<file path="config.mk">
export PLATFORM = sky130hd
export DESIGN_NAME = keyseq_wdog
export DESIGN_NICKNAME = d
export VERILOG_FILES = /design/src/rtl/kwd_pkg.sv /design/src/rtl/kwd_cfg_regs.sv /design/src/rtl/kwd_counter.sv /design/src/rtl/kwd_key_fsm.sv /design/src/rtl/keyseq_wdog.sv
export SDC_FILE = /design/constraint.sdc
export NUM_CORES = 1
export LEC_CHECK = 0
export BUFFER_PORTS_ARGS = -buffer_cell sky130_fd_sc_hd__buf_2
export CORE_AREA = 4 4 148 179
export DETAILED_ROUTE_END_ITERATION = 8
export DIE_AREA = 0 0 152 183
export GPL_TIMING_DRIVEN = 1
export PLACE_DENSITY = 0.61
export SKIP_LAST_GASP = 1
export SYNTH_ARGS = -nofsm -noshare
export SYNTH_HDL_FRONTEND = slang
export SYNTH_SLANG_ARGS = --single-unit
</file>
<file path="constraint.sdc">
create_clock -name clk -period 6.2 [get_ports clk]
set_input_delay 1.24 -clock clk [delete_from_list [all_inputs] [get_ports clk]]
set_output_delay 1.24 -clock clk [all_outputs]
set_load 0.05 [all_outputs]
</file>
<file path="src/rtl/kwd_pkg.sv">
`timescale 1ns/1ps
package kwd_pkg;
  localparam int unsigned WORD_W = 32;
  localparam int unsigned NHALF  = 2;
  localparam int unsigned CNT_W  = NHALF * WORD_W;

  localparam int unsigned OFF_ID     = 'h00;
  localparam int unsigned OFF_EMU    = 'h04;
  localparam int unsigned OFF_CNT_LO = 'h10;
  localparam int unsigned OFF_CNT_HI = 'h14;
  localparam int unsigned OFF_PER_LO = 'h18;
  localparam int unsigned OFF_PER_HI = 'h1C;
  localparam int unsigned OFF_TCTL   = 'h20;
  localparam int unsigned OFF_GCTL   = 'h24;
  localparam int unsigned OFF_WCTL   = 'h28;

  localparam int unsigned KEY_LSB  = 16;
  localparam int unsigned KEY_W    = 16;
  localparam int unsigned ENA_BIT  = 14;
  localparam int unsigned FLAG_BIT = 15;

  localparam logic [KEY_W-1:0] KEY_ARM_DEF = 16'hA5C6;
  localparam logic [KEY_W-1:0] KEY_RUN_DEF = 16'hDA7E;

  localparam logic [1:0] TM_OFF     = 2'd0;
  localparam logic [1:0] TM_ONESHOT = 2'd1;
  localparam logic [1:0] TM_CONT    = 2'd2;
  localparam logic [1:0] WD_SELECT  = 2'd2;

  typedef enum logic [2:0] {
    ST_IDLE  = 3'd0,
    ST_PRE   = 3'd1,
    ST_ACT   = 3'd2,
    ST_SVC   = 3'd3,
    ST_FIRED = 3'd4
  } kwd_state_e;
endpackage

</file>
<file path="src/rtl/kwd_cfg_regs.sv">
`timescale 1ns/1ps
module kwd_cfg_regs
  import kwd_pkg::*;
(
  input  logic                clk,
  input  logic                rst_n,
  input  logic                locked,
  input  logic [NHALF-1:0]    per_we,
  input  logic                tctl_we,
  input  logic                gctl_we,
  input  logic [WORD_W-1:0]   wr_word,
  output logic [CNT_W-1:0]    period,
  output logic [1:0]          tmode,
  output logic [1:0]          wmode,
  output logic [NHALF-1:0]    half_rel
);
  logic [1:0]       tmode_q, tmode_d;
  logic [1:0]       wmode_q, wmode_d;
  logic [NHALF-1:0] rel_q, rel_d;

  for (genvar h = 0; h < NHALF; h++) begin : g_per
    logic [WORD_W-1:0] per_q, per_d;
    always_comb begin
      per_d = per_q;
      if (per_we[h] && !locked) per_d = wr_word;
    end
    always_ff @(posedge clk or negedge rst_n) begin
      if (!rst_n) per_q <= '0;
      else        per_q <= per_d;
    end
    assign period[h*WORD_W +: WORD_W] = per_q;
  end

  always_comb begin
    tmode_d = tmode_q;
    wmode_d = wmode_q;
    rel_d   = rel_q;
    if (tctl_we && !locked) tmode_d = wr_word[7:6];
    if (gctl_we && !locked) begin
      wmode_d = wr_word[3:2];
      rel_d   = wr_word[NHALF-1:0];
    end
  end

  always_ff @(posedge clk or negedge rst_n) begin
    if (!rst_n) begin
      tmode_q <= '0;
      wmode_q <= '0;
      rel_q   <= '0;
    end else begin
      tmode_q <= tmode_d;
      wmode_q <= wmode_d;
      rel_q   <= rel_d;
    end
  end

  assign tmode    = tmode_q;
  assign wmode    = wmode_q;
  assign half_rel = rel_q;

  // the locked configuration cannot move
  a_r7_cfg_frozen: assert property (@(posedge clk) disable iff (!rst_n)
    locked |=> ($stable(period) && $stable(tmode) && $stable(wmode) && $stable(half_rel)));
endmodule

</file>
<file path="src/rtl/kwd_counter.sv">
`timescale 1ns/1ps
module kwd_counter
  import kwd_pkg::*;
(
  input  logic                clk,
  input  logic                rst_n,
  input  logic                run_en,
  input  logic                oneshot,
  input  logic                clear,
  input  logic [NHALF-1:0]    ld_we,
  input  logic [NHALF-1:0]    half_rel,
  input  logic [WORD_W-1:0]   ld_word,
  input  logic [CNT_W-1:0]    period,
  output logic [CNT_W-1:0]    count
);
  logic             step;
  logic [NHALF-1:0] carry;

  assign step     = run_en && !(oneshot && (count >= period));
  assign carry[0] = step;

  for (genvar h = 0; h < NHALF; h++) begin : g_half
    logic [WORD_W-1:0] half_q, half_d;
    always_comb begin
      if (clear || !half_rel[h]) half_d = '0;
      else if (ld_we[h])         half_d = ld_word;
      else if (carry[h])         half_d = half_q + 1'b1;
      else                       half_d = half_q;
    end
    always_ff @(posedge clk or negedge rst_n) begin
      if (!rst_n) half_q <= '0;
      else        half_q <= half_d;
    end
    assign count[h*WORD_W +: WORD_W] = half_q;
    if (h < NHALF-1) begin : g_carry
      assign carry[h+1] = carry[h] && (&half_q);
    end
  end

  // without enable, load or clear the count holds
  a_r2_hold_when_idle: assert property (@(posedge clk) disable iff (!rst_n)
    (!run_en && !clear && (ld_we == '0) && (&half_rel)) |=> $stable(count));
  // one-shot count parks at the limit
  a_r4_oneshot_parks: assert property (@(posedge clk) disable iff (!rst_n)
    (oneshot && (count >= period) && !clear && (ld_we == '0) && (&half_rel)) |=> $stable(count));
  // a restart leaves the count at zero
  a_r9_restart_zero: assert property (@(posedge clk) disable iff (!rst_n)
    clear |=> (count == '0));
endmodule

</file>
<file path="src/rtl/kwd_key_fsm.sv">
`timescale 1ns/1ps
module kwd_key_fsm
  import kwd_pkg::*;
#(
  parameter logic [KEY_W-1:0] KEY_ARM = KEY_ARM_DEF,
  parameter logic [KEY_W-1:0] KEY_RUN = KEY_RUN_DEF
) (
  input  logic              clk,
  input  logic              rst_n,
  input  logic              ctl_we,
  input  logic [KEY_W-1:0]  ctl_key,
  input  logic              ctl_en,
  input  logic [CNT_W-1:0]  count,
  input  logic [CNT_W-1:0]  period,
  output logic              armed,
  output logic              restart,
  output logic              fire_q,
  output logic              flag_q
);
  kwd_state_e state_q, state_d;
  logic       fire, flag_d;
  logic       key_arm, key_run, expired;

  assign key_arm = (ctl_key == KEY_ARM);
  assign key_run = (ctl_key == KEY_RUN);
  assign expired = (count >= period);

  always_comb begin
    state_d = state_q;
    fire    = 1'b0;
    restart = 1'b0;
    unique case (state_q)
      ST_IDLE: if (ctl_we && key_arm && ctl_en) state_d = ST_PRE;
      ST_PRE: begin
        if (ctl_we) begin
          if (key_run && ctl_en) begin
            state_d = ST_ACT;
            restart = 1'b1;
          end else fire = 1'b1;
        end
      end
      ST_ACT: begin
        if (expired) fire = 1'b1;
        else if (ctl_we) begin
          if (key_arm) state_d = ST_SVC;
          else         fire = 1'b1;
        end
      end
      ST_SVC: begin
        if (expired) fire = 1'b1;
        else if (ctl_we) begin
          if (key_run) begin
            state_d = ST_ACT;
            restart = 1'b1;
          end else fire = 1'b1;
        end
      end
      default: ;
    endcase
    if (fire) state_d = ST_FIRED;
    flag_d = flag_q | fire;
  end

  always_ff @(posedge clk or negedge rst_n) begin
    if (!rst_n) begin
      state_q <= ST_IDLE;
      fire_q  <= 1'b0;
      flag_q  <= 1'b0;
    end else begin
      state_q <= state_d;
      fire_q  <= fire;
      flag_q  <= flag_d;
    end
  end

  assign armed = (state_q != ST_IDLE);

  // pulse lasts one cycle, flag never clears
  a_r11_single_pulse: assert property (@(posedge clk) disable iff (!rst_n)
    fire_q |=> !fire_q);
  a_r11_flag_sticky: assert property (@(posedge clk) disable iff (!rst_n)
    flag_q |=> flag_q);
  // an expiry in a running state is answered next cycle
  a_r8_expiry_fires: assert property (@(posedge clk) disable iff (!rst_n)
    (((state_q == ST_ACT) || (state_q == ST_SVC)) && (count >= period)) |=> (fire_q && flag_q));
  // in active only the first key is legal
  a_r10_bad_key_fires: assert property (@(posedge clk) disable iff (!rst_n)
    (ctl_we && (state_q == ST_ACT) && (ctl_key != KEY_ARM)) |=> fire_q);
  // idle leaves only on a proper arming write
  a_r6_idle_holds: assert property (@(posedge clk) disable iff (!rst_n)
    ((state_q == ST_IDLE) && !(ctl_we && (ctl_key == KEY_ARM) && ctl_en))
      |=> ((state_q == ST_IDLE) && !fire_q));
endmodule

</file>
<file path="src/rtl/keyseq_wdog.sv">
`timescale 1ns/1ps
module keyseq_wdog
  import kwd_pkg::*;
#(
  parameter int unsigned       ADDR_W      = 6,
  parameter int unsigned       SYNC_STAGES = 2,
  parameter logic [WORD_W-1:0] ID_VALUE    = 32'h4B57_0001,
  parameter logic [KEY_W-1:0]  KEY_ARM     = KEY_ARM_DEF,
  parameter logic [KEY_W-1:0]  KEY_RUN     = KEY_RUN_DEF
) (
  input  logic              clk,
  input  logic              rst_n,
  input  logic              wr_en,
  input  logic              rd_en,
  input  logic [ADDR_W-1:0] addr,
  input  logic [WORD_W-1:0] wdata,
  output logic [WORD_W-1:0] rdata,
  output logic              wd_rst
);
  logic [SYNC_STAGES-1:0] rsync_q;
  logic                   rst_sys_n;

  always_ff @(posedge clk or negedge rst_n) begin
    if (!rst_n) rsync_q <= '0;
    else        rsync_q <= {rsync_q[SYNC_STAGES-2:0], 1'b1};
  end
  assign rst_sys_n = rsync_q[SYNC_STAGES-1];

  logic [NHALF-1:0] per_we, cnt_we;
  logic             tctl_we, gctl_we, wctl_we;

  assign per_we[0] = wr_en && (addr == ADDR_W'(OFF_PER_LO));
  assign per_we[1] = wr_en && (addr == ADDR_W'(OFF_PER_HI));
  assign cnt_we[0] = wr_en && (addr == ADDR_W'(OFF_CNT_LO));
  assign cnt_we[1] = wr_en && (addr == ADDR_W'(OFF_CNT_HI));
  assign tctl_we   = wr_en && (addr == ADDR_W'(OFF_TCTL));
  assign gctl_we   = wr_en && (addr == ADDR_W'(OFF_GCTL));
  assign wctl_we   = wr_en && (addr == ADDR_W'(OFF_WCTL));

  logic [CNT_W-1:0] period, count;
  logic [1:0]       tmode, wmode;
  logic [NHALF-1:0] half_rel;
  logic             armed, restart, fire_q, flag_q;
  logic             run_en, oneshot;

  kwd_cfg_regs u_cfg (
    .clk      (clk),
    .rst_n    (rst_sys_n),
    .locked   (armed),
    .per_we   (per_we),
    .tctl_we  (tctl_we),
    .gctl_we  (gctl_we),
    .wr_word  (wdata),
    .period   (period),
    .tmode    (tmode),
    .wmode    (wmode),
    .half_rel (half_rel)
  );

  assign oneshot = (tmode == TM_ONESHOT);
  assign run_en  = ((tmode == TM_ONESHOT) || (tmode == TM_CONT)) &&
                   (wmode == WD_SELECT) && (&half_rel);

  kwd_counter u_cnt (
    .clk      (clk),
    .rst_n    (rst_sys_n),
    .run_en   (run_en),
    .oneshot  (oneshot),
    .clear    (restart),
    .ld_we    (cnt_we & {NHALF{!armed}}),
    .half_rel (half_rel),
    .ld_word  (wdata),
    .period   (period),
    .count    (count)
  );

  kwd_key_fsm #(
    .KEY_ARM (KEY_ARM),
    .KEY_RUN (KEY_RUN)
  ) u_fsm (
    .clk     (clk),
    .rst_n   (rst_sys_n),
    .ctl_we  (wctl_we),
    .ctl_key (wdata[KEY_LSB +: KEY_W]),
    .ctl_en  (wdata[ENA_BIT]),
    .count   (count),
    .period  (period),
    .armed   (armed),
    .restart (restart),
    .fire_q  (fire_q),
    .flag_q  (flag_q)
  );

  logic [WORD_W-1:0] rd_mux, rdata_q, rdata_d;

  always_comb begin
    rd_mux = '0;
    case (addr)
      ADDR_W'(OFF_ID):     rd_mux = ID_VALUE;
      ADDR_W'(OFF_CNT_LO): rd_mux = count[0 +: WORD_W];
      ADDR_W'(OFF_CNT_HI): rd_mux = count[WORD_W +: WORD_W];
      ADDR_W'(OFF_PER_LO): rd_mux = period[0 +: WORD_W];
      ADDR_W'(OFF_PER_HI): rd_mux = period[WORD_W +: WORD_W];
      ADDR_W'(OFF_TCTL):   rd_mux[7:6] = tmode;
      ADDR_W'(OFF_GCTL):   rd_mux[3:0] = {wmode, half_rel};
      ADDR_W'(OFF_WCTL): begin
        rd_mux[FLAG_BIT] = flag_q;
        rd_mux[ENA_BIT]  = armed;
      end
      default:             rd_mux = '0;
    endcase
    rdata_d = rd_en ? rd_mux : rdata_q;
  end

  always_ff @(posedge clk or negedge rst_sys_n) begin
    if (!rst_sys_n) rdata_q <= '0;
    else            rdata_q <= rdata_d;
  end

  assign rdata  = rdata_q;
  assign wd_rst = fire_q;

  // no reset request can leave the block before an armed state exists
  a_r1_quiet_when_idle: assert property (@(posedge clk) disable iff (!rst_sys_n)
    !armed |=> !wd_rst);
  // a read strobe delivers the live count one edge later
  a_r3_count_readback: assert property (@(posedge clk) disable iff (!rst_sys_n)
    (rd_en && (addr == ADDR_W'(OFF_CNT_LO))) |=> (rdata == $past(count[0 +: WORD_W])));
endmodule

</file>
==> impl_metrics.py, run 1 <==
metrics = {
    "floorplan": {
        "dieArea_um2": 27800,
        "die_y_um": 183,
        "die_w_um": 152,
        "design.portCount": 75,
        "initial_core_util_pct": 44.9,
        "rows": 63,
        "coreArea_um2": 24600,
    },
    "sta": {
        "final.min_clock_period_ps": 4560,
        "finalHoldViolCount": 0,
        "tightest_slew_ps": 1220,
        "setup_viol": 0,
        "clock.fmax_mhz": 219,
        "fin_setup_tns_ps": 0,
        "relSlewSlack_pct": 18.0,
        "slew_violations": 0,
        "grt_setup_unrepaired": "no",
        "fin_skew_ps": 13.6,
        "fin_crit_sh_pct": 73.5,
    },
    "critical_path": {
        "r2r_end": "u_cnt.g_half[1].half_q[17]$_DFFE_PN0P_",
        "rrSetupSlack_ps": 1640,
        "rr_worst_depth": 11,
        "crit_chain": "inv_1, ha_1, nand4_1, nor4_1, nand3_1, a21oi_1, nor4_1, a31oi_1, buf_4, o21ai_0, a21oi_1",
        "critPathLaunchType": "flip-flop",
        "worst_ep_required_time_ps": 6560,
        "path_class": "reg -> reg",
        "crit_arrival_ps": 4910,
        "cp_slowest_stage_delay_ps": 1080,
        "worst_r2r_startpoint": "u_cfg.g_per[1].per_q[29]$_DFFE_PN0P_",
        "cp_slowest_cell": "nor4_1",
        "crit_path_max_fanout": 14,
        "end_kind": "flip-flop",
    },
    "status": {
        "status": "finished, final reports clean",
    },
    "global_routing": {
        "grt_pass1_vias": 9423,
        "overflow": 0,
        "grt_pass1_wl_mm": 53.8,
        "grt_usage_pct": 24.7,
        "grt_start_max_net_pins": 80,
        "antenna_found_initial": 0,
    },
    "route": {
        "vias": 9388,
        "drt_iter0_drc": 766,
        "drc": 0,
        "vias_per_cell": 6.06,
        "ant_nets": 0,
        "wl_per_cell_um": 22.1,
        "firstDrtPassIters": 7,
        "wl_mm": 34.2,
    },
    "finish": {
        "finalNonFillerCells": 1549,
        "diodes": 0,
        "layout-drive-gt1-share_pct": 19.0,
        "nets": 1320,
        "syn_to_final_growth_pct": 11.3,
        "utilization_pct": 50.0,
    },
    "yosys": {
        "syn_area_per_cell_um2": 9.42,
        "ys.flop_type": "dfrtp_1",
        "synth_area_leader_cell": "dfrtp_1",
        "yosysMostFrequentCell": "dfrtp_1",
        "syn-cell-area_um2": 11000,
        "synth_top_area_share_pct": 39.2,
        "async_reset_ff_share_pct": 100,
        "synth_edf_count": 0,
        "synth_area_leaders": "dfrtp_1, mux2_2, ha_1",
        "synth_nets": 1281,
        "ys_seq_elements": 173,
        "syn_inst": 1172,
        "yosysSeqAreaShare_pct": 39.2,
        "synth_cell_types": 63,
        "yosysWarningCount": 0,
        "yosys-top-cells-count": "dfrtp_1, inv_1, mux2_2",
    },
    "cts": {
        "clkTransAtPathRegs_ps": 70,
        "ctsRootBufferMaster": "clkbuf_16",
        "clkLatencyLatePin_ps": 440,
        "tritoncts": "built",
        "post_cts_buffers": 0,
        "h-tree-depth": 4,
        "numCtsBuffers": 17,
        "ctsResizeCount": 0,
        "cts.path.max_buffers": 2,
        "numClockSinks": 173,
        "hold_buffers": 0,
    },
    "placement": {
        "place_congestion": 0.927,
        "dp_cells": 1517,
        "dpl.hpwl_mm": 24.2,
        "io_buffers": 74,
    },
    "power": {
        "powerDensity_nw_per_um2": 239,
        "ir_drop_mv": 0.172,
        "p_leak_nw": 5.32,
    },
    "flow_run": {
        "cap_violations": 0,
    },
    "min_path": {
        "hold_class": "reg -> async",
    },
}
==> critical path, delay by kind of cell (launching register included) <==
family          cells  cell delay [ps]
compound gates      4             1460
fa+ha+maj           1              300
buf+inv             2              430
flops               1              450
simple gates        4             1820
==> power breakdown <==
group,internal (W),leakage [nW],switching [W],total [W]
Sequential,0.00121,2.37,0.0000748,0.00128
Combinational,0.000189,2.65,0.000302,0.000491
Clock,0.000691,0.297,0.000479,0.00117
==> layout by cell type, fill, tap and decap left out, types with 6 or more instances in the layout <==
master	instances
o21ai_0	35
o22ai_1	29
mux2_2	95
clkbuf_16	17
buf_2	74
buf_4	13
xor2_1	34
a222oi_1	8
a21oi_1	70
nor3_1	25
nor2b_1	10
and3_1	28
nor4_1	9
nand2b_1	13
inv_1	100
a22oi_1	24
ha_1	67
and2_1	6
xnor2_1	23
or3_1	6
a221oi_1	11
nand4_1	51
nand2_1	50
dfrtp_1	172
nor2_1	87
and4_1	12
or4_1	7
a211oi_1	39
nand3_1	32
==> layout make-up <==
type | count | area [µm²]
clock buffers | 20 | 447
repair buffers | 87 | 468
flip-flops and latches | 173 | 4330
clock inverters | 12 | 186
multi-input cells | 832 | 6070
inverters | 100 | 375
fillers | 2326 | 12300
well taps | 325 | 407
==> registers in the layout (all words and copies together) (netlist names) <==
signal	flops
u_fsm.state_q	3
rdata	32
u_cfg.wmode	2
u_cfg.g_per.per_q	64
u_fsm.flag_q	1
u_fsm.fire_q	1
rsync_q	2
u_cfg.tmode	2
u_cfg.half_rel	2
u_cnt.g_half.half_q	64
==> how the worst max path moves through the flow <==
stage | endpoint | slack (ps) | from
after floorplan | rdata[0]$_DFFE_PN0P_ | 1020 | rsync_q[1]$_DFF_PN0_
after detailed placement | u_cnt.g_half[1].half_q[24]$_DFFE_PN0P_ | 1590 | addr[3]
final | u_cnt.g_half[1].half_q[17]$_DFFE_PN0P_ | 1640 | u_cfg.g_per[1].per_q[29]$_DFFE_PN0P_
after global placement | u_cnt.g_half[1].half_q[22]$_DFFE_PN0P_ | 1660 | addr[3]
after global routing | u_cnt.g_half[1].half_q[17]$_DFFE_PN0P_ | 1530 | u_cfg.g_per[1].per_q[29]$_DFFE_PN0P_
after CTS | u_cnt.g_half[1].half_q[17]$_DFFE_PN0P_ | 1780 | u_cfg.g_per[1].per_q[29]$_DFFE_PN0P_
==> cell families (layout without fill, tap and decap cells) <==
group | count (synthesis) | in the layout | synth area share, %
fa+ha+maj | 67 | 67 | 7.59
simple gates | 361 | 361 | 17.7
compound gates | 246 | 246 | 14.9
other cells | 1 | 1 | 0.0340
mux | 100 | 100 | 10.1
xor+xnor | 57 | 57 | 4.52
buf+inv | 167 | 219 | 5.89
flops | 173 | 173 | 39.2
==> per-layer routing <==
metal | share of wire (%) | track usage [%] | vias to the layer above | wire, µm
li1 | - | - | 4358 | -
met1 | 40 | 30.6 | 4577 | 13700
met2 | 49 | 42.2 | 356 | 16800
met3 | 5.2 | 3.40 | 97 | 1780
met4 | 5.5 | 13.1 | 0 | 1890
met5 | 0 | 0 | - | 0
==> metrics by stage <==
stage	setup WS (ps)	instance area, µm²	total power (W)	hold WS [ps]
final	1640	12300	0.00294	219
after global routing	1530	12300	0.00308	245
after CTS	1780	12300	0.00296	226
after detailed placement	1590	11700	0.00179	220
after global placement	1660	11700	0.00178	217
after floorplan	1020	11000	0.00162	331
No activity file was read; power rests on OpenSTA's default activity.
==> run 2, diff against run 1 <==
--- a/config.mk
+++ b/config.mk
@@ -10,7 +10,7 @@
 export DETAILED_ROUTE_END_ITERATION = 8
 export DIE_AREA = 0 0 152 183
 export GPL_TIMING_DRIVEN = 1
-export PLACE_DENSITY = 0.61
+export PLACE_DENSITY = 0.63
 export SKIP_LAST_GASP = 1
 export SYNTH_ARGS = -nofsm -noshare
 export SYNTH_HDL_FRONTEND = slang
==> constraint.sdc (replaced) <==
create_clock -name clk -period 4 [get_ports clk]
set_input_delay 0.8 -clock clk [delete_from_list [all_inputs] [get_ports clk]]
set_output_delay 0.8 -clock clk [all_outputs]
set_load 0.05 [all_outputs]
==> run 2 against run 1 <==
  * Register-to-register slack got worse by 1300 ps
  * Non-clock buffer count rose by 24
  * Sequential share of layout area fell by 0.42 points
==> impl_metrics.py, run 2 (synthesis results as in run 1) <==
metrics = {
    "status": {
        "status": "finished, final reports clean",
    },
    "finish": {
        "mostFrequentLayoutCells": "dfrtp_1, inv_1, mux2_2",
        "finalInstanceArea_um2": 12400,
        "utilization_pct": 50.6,
        "layout-drive-gt1-share_pct": 20.7,
        "n_fill_cell": 2341,
        "layout_commonest_cell": "dfrtp_1",
        "syn_to_final_growth_pct": 12.7,
        "nets": 1344,
        "diodes": 0,
    },
    "cts": {
        "cts.path.max_buffers": 2,
        "numCtsBuffers": 17,
        "ctsRootBufferMaster": "clkbuf_16",
        "h-tree-depth": 4,
        "clkLatencyLatePin_ps": 440,
        "numClockSinks": 173,
        "tritoncts": "built",
        "clkTransAtPathRegs_ps": 80,
        "ctsResizeCount": 0,
        "hold_buffers": 0,
        "post_cts_buffers": 0,
    },
    "route": {
        "firstDrtPassIters": 5,
        "ant_nets": 0,
        "vias_per_cell": 6.11,
        "drt_iter0_drc": 837,
        "vias": 9616,
        "wl_mm": 34.6,
        "wl_per_cell_um": 22.0,
        "drc": 0,
    },
    "placement": {
        "dpl_worst_slack_ps": 371,
        "dpl.hpwl_mm": 24.9,
        "io_buffers": 74,
        "dpl-instance-area_um2": 11900,
        "place_congestion": 0.929,
    },
    "global_routing": {
        "grt_usage_pct": 24.8,
        "top_usage_layer": "met2",
        "antenna_found_initial": 0,
        "grt_pass1_vias": 9590,
        "overflow": 0,
        "use_met2_pct": 42.3,
        "grt_start_max_net_pins": 43,
        "met1_usage_pct": 31.9,
        "use_met3_pct": 3.12,
        "grt_pass1_wl_mm": 54.4,
    },
    "min_path": {
        "hold_class": "in -> async",
    },
    "sta": {
        "clock.fmax_mhz": 274,
        "tightest_slew_ps": 960,
        "fin_crit_sh_pct": 91.4,
        "finalHoldViolCount": 0,
        "slew_violations": 0,
        "fin_setup_tns_ps": 0,
        "grt_setup_unrepaired": "no",
        "setup_viol": 0,
        "relSlewSlack_pct": 36.0,
        "final.min_clock_period_ps": 3650,
        "fin_skew_ps": 12.3,
        "setup_ws_ps": 345,
    },
    "power": {
        "fin_total_pwr_w": 0.00444,
        "powerDensity_nw_per_um2": 357,
        "ir_drop_mv": 0.290,
        "p_leak_nw": 5.44,
    },
    "flow_run": {
        "cap_violations": 0,
    },
    "critical_path": {
        "cp_slowest_cell": "or4_1",
        "end_kind": "flip-flop",
        "crit_arrival_ps": 4010,
        "path_class": "reg -> reg",
        "crit_chain": "ha_1, a21oi_1, o21ai_0, a221oi_1, o211ai_1, o41a_1, buf_4, or4_1, xor2_1, a211oi_2",
        "cp_slowest_stage_delay_ps": 560,
        "critPathLaunchType": "flip-flop",
        "crit_path_max_fanout": 22,
        "worst_ep_required_time_ps": 4350,
    },
    "floorplan": {
        "dieArea_um2": 27800,
        "die_w_um": 152,
        "coreArea_um2": 24600,
        "initial_core_util_pct": 44.9,
        "design.portCount": 75,
        "rows": 63,
        "die_y_um": 183,
    },
}
run 2: cell count changes in the layout (fill, tap and decap cells not counted), moves of 3 or more:
cell / before / now
buf_4: 13 / 35
inv_8: 0 / 3
bufinv_16: 4 / 1
inv_6: 2 / 7
run 2: final timing paths:
kind                                                             from                                     end  slack, ps  depth (start not counted)
worst min-delay path                                            rst_n                    rsync_q[1]$_DFF_PN0_        130                          1
worst max register to register  u_cnt.g_half[1].half_q[9]$_DFFE_PN0P_  u_cnt.g_half[1].half_q[26]$_DFFE_PN0P_        350                         10
max in group asynchronous                        rsync_q[1]$_DFF_PN0_    u_cfg.g_per[1].per_q[15]$_DFFE_PN0P_       2710                          1
min in group clk                                 rsync_q[0]$_DFF_PN0_                    rsync_q[1]$_DFF_PN0_        360                          0
worst max-delay path            u_cnt.g_half[1].half_q[9]$_DFFE_PN0P_  u_cnt.g_half[1].half_q[26]$_DFFE_PN0P_        350                         10
worst min register to register                   rsync_q[1]$_DFF_PN0_   u_cnt.g_half[0].half_q[6]$_DFFE_PN0P_        350                          0
run 2: final cells by class:
cell class,count,area [µm²],area share [%]
clock buffers,17,425,3.42
clock inverters,15,151,1.22
inverters,100,375,3.02
multi-input cells,832,6070,48.8
flip-flops and latches,173,4330,34.8
well taps,325,407,3.27
repair buffers,111,673,5.41
run 2: routing by layer:
layer / vias to the layer above / wire length (µm)
met3: 81 / 1820
met1: 4748 / 14400
met2: 382 / 16900
met5: - / 0
met4: 0 / 1450
li1: 4405 / -
run 2: worst max-delay path, delay by kind of cell (launching register included):
| family | cells | cell delay (ps) |
|---|---|---|
| buf+inv | 1 | 240 |
| simple gates | 1 | 560 |
| flops | 1 | 440 |
| fa+ha+maj | 1 | 320 |
| compound gates | 6 | 1820 |
| xor+xnor | 1 | 160 |
run 2: where the power goes:
part	total, W	switching, W	internal (W)
registers	0.00199	0.000114	0.00187
logic	0.000784	0.000475	0.000310
clock network	0.00167	0.000787	0.000883
run 2: metrics by stage:
stage	hold WS (ps)	instances
after floorplan	331	1172
after global placement	341	1541
after detailed placement	338	1541
after CTS	113	1573
after global routing	109	1573
final	125	1573
==> run 3, diff against run 2 <==
--- a/config.mk
+++ b/config.mk
@@ -6,11 +6,12 @@
 export NUM_CORES = 1
 export LEC_CHECK = 0
 export BUFFER_PORTS_ARGS = -buffer_cell sky130_fd_sc_hd__buf_2
-export CORE_AREA = 4 4 148 179
+export CORE_AREA = 4 4 134 161
 export DETAILED_ROUTE_END_ITERATION = 8
-export DIE_AREA = 0 0 152 183
+export DIE_AREA = 0 0 138 165
 export GPL_TIMING_DRIVEN = 1
-export PLACE_DENSITY = 0.63
+export HOLD_SLACK_MARGIN = 0.03
+export PLACE_DENSITY = 0.76
 export SKIP_LAST_GASP = 1
 export SYNTH_ARGS = -nofsm -noshare
 export SYNTH_HDL_FRONTEND = slang
==> run 3 against run 2 <==
  * Combinational power down 0.6%
  * Via count is 3.3% higher
  * Critical path depth unchanged
  * Sequential power about the same
  * Register-to-register slack worse by 90 ps
  * Core utilization grew 11 points
  * Count of clock-buffer cells in the layout grew 3
  * Sequential share of layout area grew 0.10 points
  * Global-route usage increased by 5.4 points
  * First-iteration DRC count is 35% higher
  * Sequential cell count unchanged
  * Critical path type unchanged
  * Largest cell class unchanged
  * Largest power group unchanged
==> impl_metrics.py, run 3 (synthesis results as in run 1) <==
metrics = {
    "status": {
        "status": "finished, final reports clean",
    },
    "route": {
        "vias_per_cell": 6.55,
        "wl_mm": 34.4,
        "firstDrtPassIters": 6,
        "vias": 9935,
        "drc": 0,
        "drt_iter0_drc": 1131,
        "ant_nets": 0,
        "wl_per_cell_um": 22.7,
    },
    "global_routing": {
        "grt_usage_pct": 30.2,
        "grt_start_max_net_pins": 80,
        "antenna_found_initial": 0,
        "overflow": 0,
        "grt_pass1_vias": 9818,
        "grt_pass1_wl_mm": 54.3,
    },
    "power": {
        "ir_drop_mv": 0.327,
        "powerDensity_nw_per_um2": 360,
        "p_leak_nw": 5.44,
    },
    "floorplan": {
        "dieArea_um2": 22800,
        "die_y_um": 165,
        "die_w_um": 138,
        "coreArea_um2": 20100,
        "initial_core_util_pct": 54.9,
        "design.portCount": 75,
        "rows": 57,
    },
    "sta": {
        "setup_viol": 0,
        "slew_violations": 0,
        "tightest_slew_ps": 1080,
        "setup_ws_ps": 258,
        "final.min_clock_period_ps": 3740,
        "fin_crit_sh_pct": 93.6,
        "fin_setup_tns_ps": 0,
        "clock.fmax_mhz": 267,
        "relSlewSlack_pct": 27.9,
        "grt_setup_unrepaired": "no",
        "finalHoldViolCount": 0,
        "fin_skew_ps": 11.2,
    },
    "finish": {
        "n_fill_cell": 1716,
        "layout-drive-gt1-share_pct": 20.6,
        "layout_commonest_cell": "dfrtp_1",
        "diodes": 0,
        "nets": 1347,
        "syn_to_final_growth_pct": 12.3,
        "utilization_pct": 61.7,
        "finalNonFillerCells": 1516,
        "mostFrequentLayoutCells": "dfrtp_1, inv_1, mux2_2",
        "finalInstanceArea_um2": 12400,
    },
    "placement": {
        "dpl_worst_slack_ps": 146,
        "dp_cells": 1482,
        "io_buffers": 74,
        "dpl-instance-area_um2": 11800,
        "dpl.hpwl_mm": 23.8,
        "place_congestion": 1.04,
    },
    "critical_path": {
        "crit_arrival_ps": 4050,
        "path_buf_inv": 1,
        "crit_chain": "ha_1, nand2_1, nor4_1, or4b_1, a31oi_2, nor4_1, a31oi_1, buf_4, o21ai_0, a21oi_1",
        "critPathLaunchType": "flip-flop",
        "cp_slowest_stage_delay_ps": 540,
        "cpMostUsedCell": "nor4_1",
        "path_class": "reg -> reg",
        "worst_ep_required_time_ps": 4310,
        "end_kind": "flip-flop",
        "rrSetupSlack_ps": 260,
        "cp_top_family": "simple AND/OR/NAND/NOR gates",
        "crit_path_max_fanout": 20,
        "cp_slowest_cell": "or4b_1",
    },
    "cts": {
        "numClockSinks": 173,
        "tritoncts": "built",
        "cts.path.max_buffers": 2,
        "ctsResizeCount": 0,
        "ctsRootBufferMaster": "clkbuf_16",
        "hold_buffers": 0,
        "clkLatencyLatePin_ps": 440,
        "post_cts_buffers": 0,
        "numCtsBuffers": 17,
        "h-tree-depth": 4,
        "clkTransAtPathRegs_ps": 70,
    },
    "flow_run": {
        "cap_violations": 0,
    },
    "min_path": {
        "hold_class": "in -> async",
    },
}
run 3: cell count changes in the layout (fill, tap and decap cells not counted):
cell	delta
clkbuf_1	+2
inv_6	-5
clkbuf_8	+1
buf_4	+2
bufinv_16	+1
clkinv_2	-2
clkinvlp_4	+6
nand3_2	-1
nand3_1	+1
buf_12	+1
inv_8	-3
run 3: worst paths after layout:
path	from	endpoint	cells after the start
worst max-delay path	u_cnt.g_half[0].half_q[15]$_DFFE_PN0P_	u_cnt.g_half[1].half_q[29]$_DFFE_PN0P_	10
worst min-delay path	rst_n	rsync_q[1]$_DFF_PN0_	1
worst max register to register	u_cnt.g_half[0].half_q[15]$_DFFE_PN0P_	u_cnt.g_half[1].half_q[29]$_DFFE_PN0P_	10
worst min register to register	rsync_q[0]$_DFF_PN0_	rsync_q[1]$_DFF_PN0_	0
max in group asynchronous	rsync_q[1]$_DFF_PN0_	u_cfg.g_per[1].per_q[25]$_DFFE_PN0P_	1
min in group clk	rsync_q[0]$_DFF_PN0_	rsync_q[1]$_DFF_PN0_	0
run 3: area by class of cell:
class / instances / area (µm²) / area share [%]
Multi-Input combinational cell: 832 / 6070 / 48.9
Sequential cell: 173 / 4330 / 34.9
Timing Repair Buffer: 114 / 708 / 5.71
Clock buffer: 20 / 447 / 3.60
Inverter: 100 / 375 / 3.03
Tap cell: 265 / 332 / 2.67
Clock inverter: 12 / 139 / 1.12
run 3: per-layer routing:
layer  vias to the layer above  wire (µm)  track usage (%)
li1                       4426          -                -
met1                      4784      13000             36.3
met2                       562      16200             50.2
met3                       163       2940             6.26
met4                         0       2220             18.6
met5                         -          0                0
run 3: through the flow:
stage | hold slack (ps) | total power, W
final | 130 | 0.00446
after global routing | 121 | 0.00465
after CTS | 122 | 0.00445
after detailed placement | 340 | 0.00278
after global placement | 336 | 0.00276
after floorplan | 331 | 0.00250
run 3: where the power goes:
group | internal [W] | switching [W] | leakage [nW] | total (W)
sequential | 0.00187 | 0.000124 | 2.37 | 0.00200
clock | 0.000941 | 0.000745 | 0.262 | 0.00169
combinational | 0.000308 | 0.000471 | 2.80 | 0.000779
run 3: worst reg2reg max path: cells and delay by family (launching register included):
| family | cells | cell delay, ps |
|---|---|---|
| flops | 1 | 480 |
| compound gates | 4 | 1110 |
| fa+ha+maj | 1 | 340 |
| simple gates | 4 | 1340 |
| buf+inv | 1 | 340 |
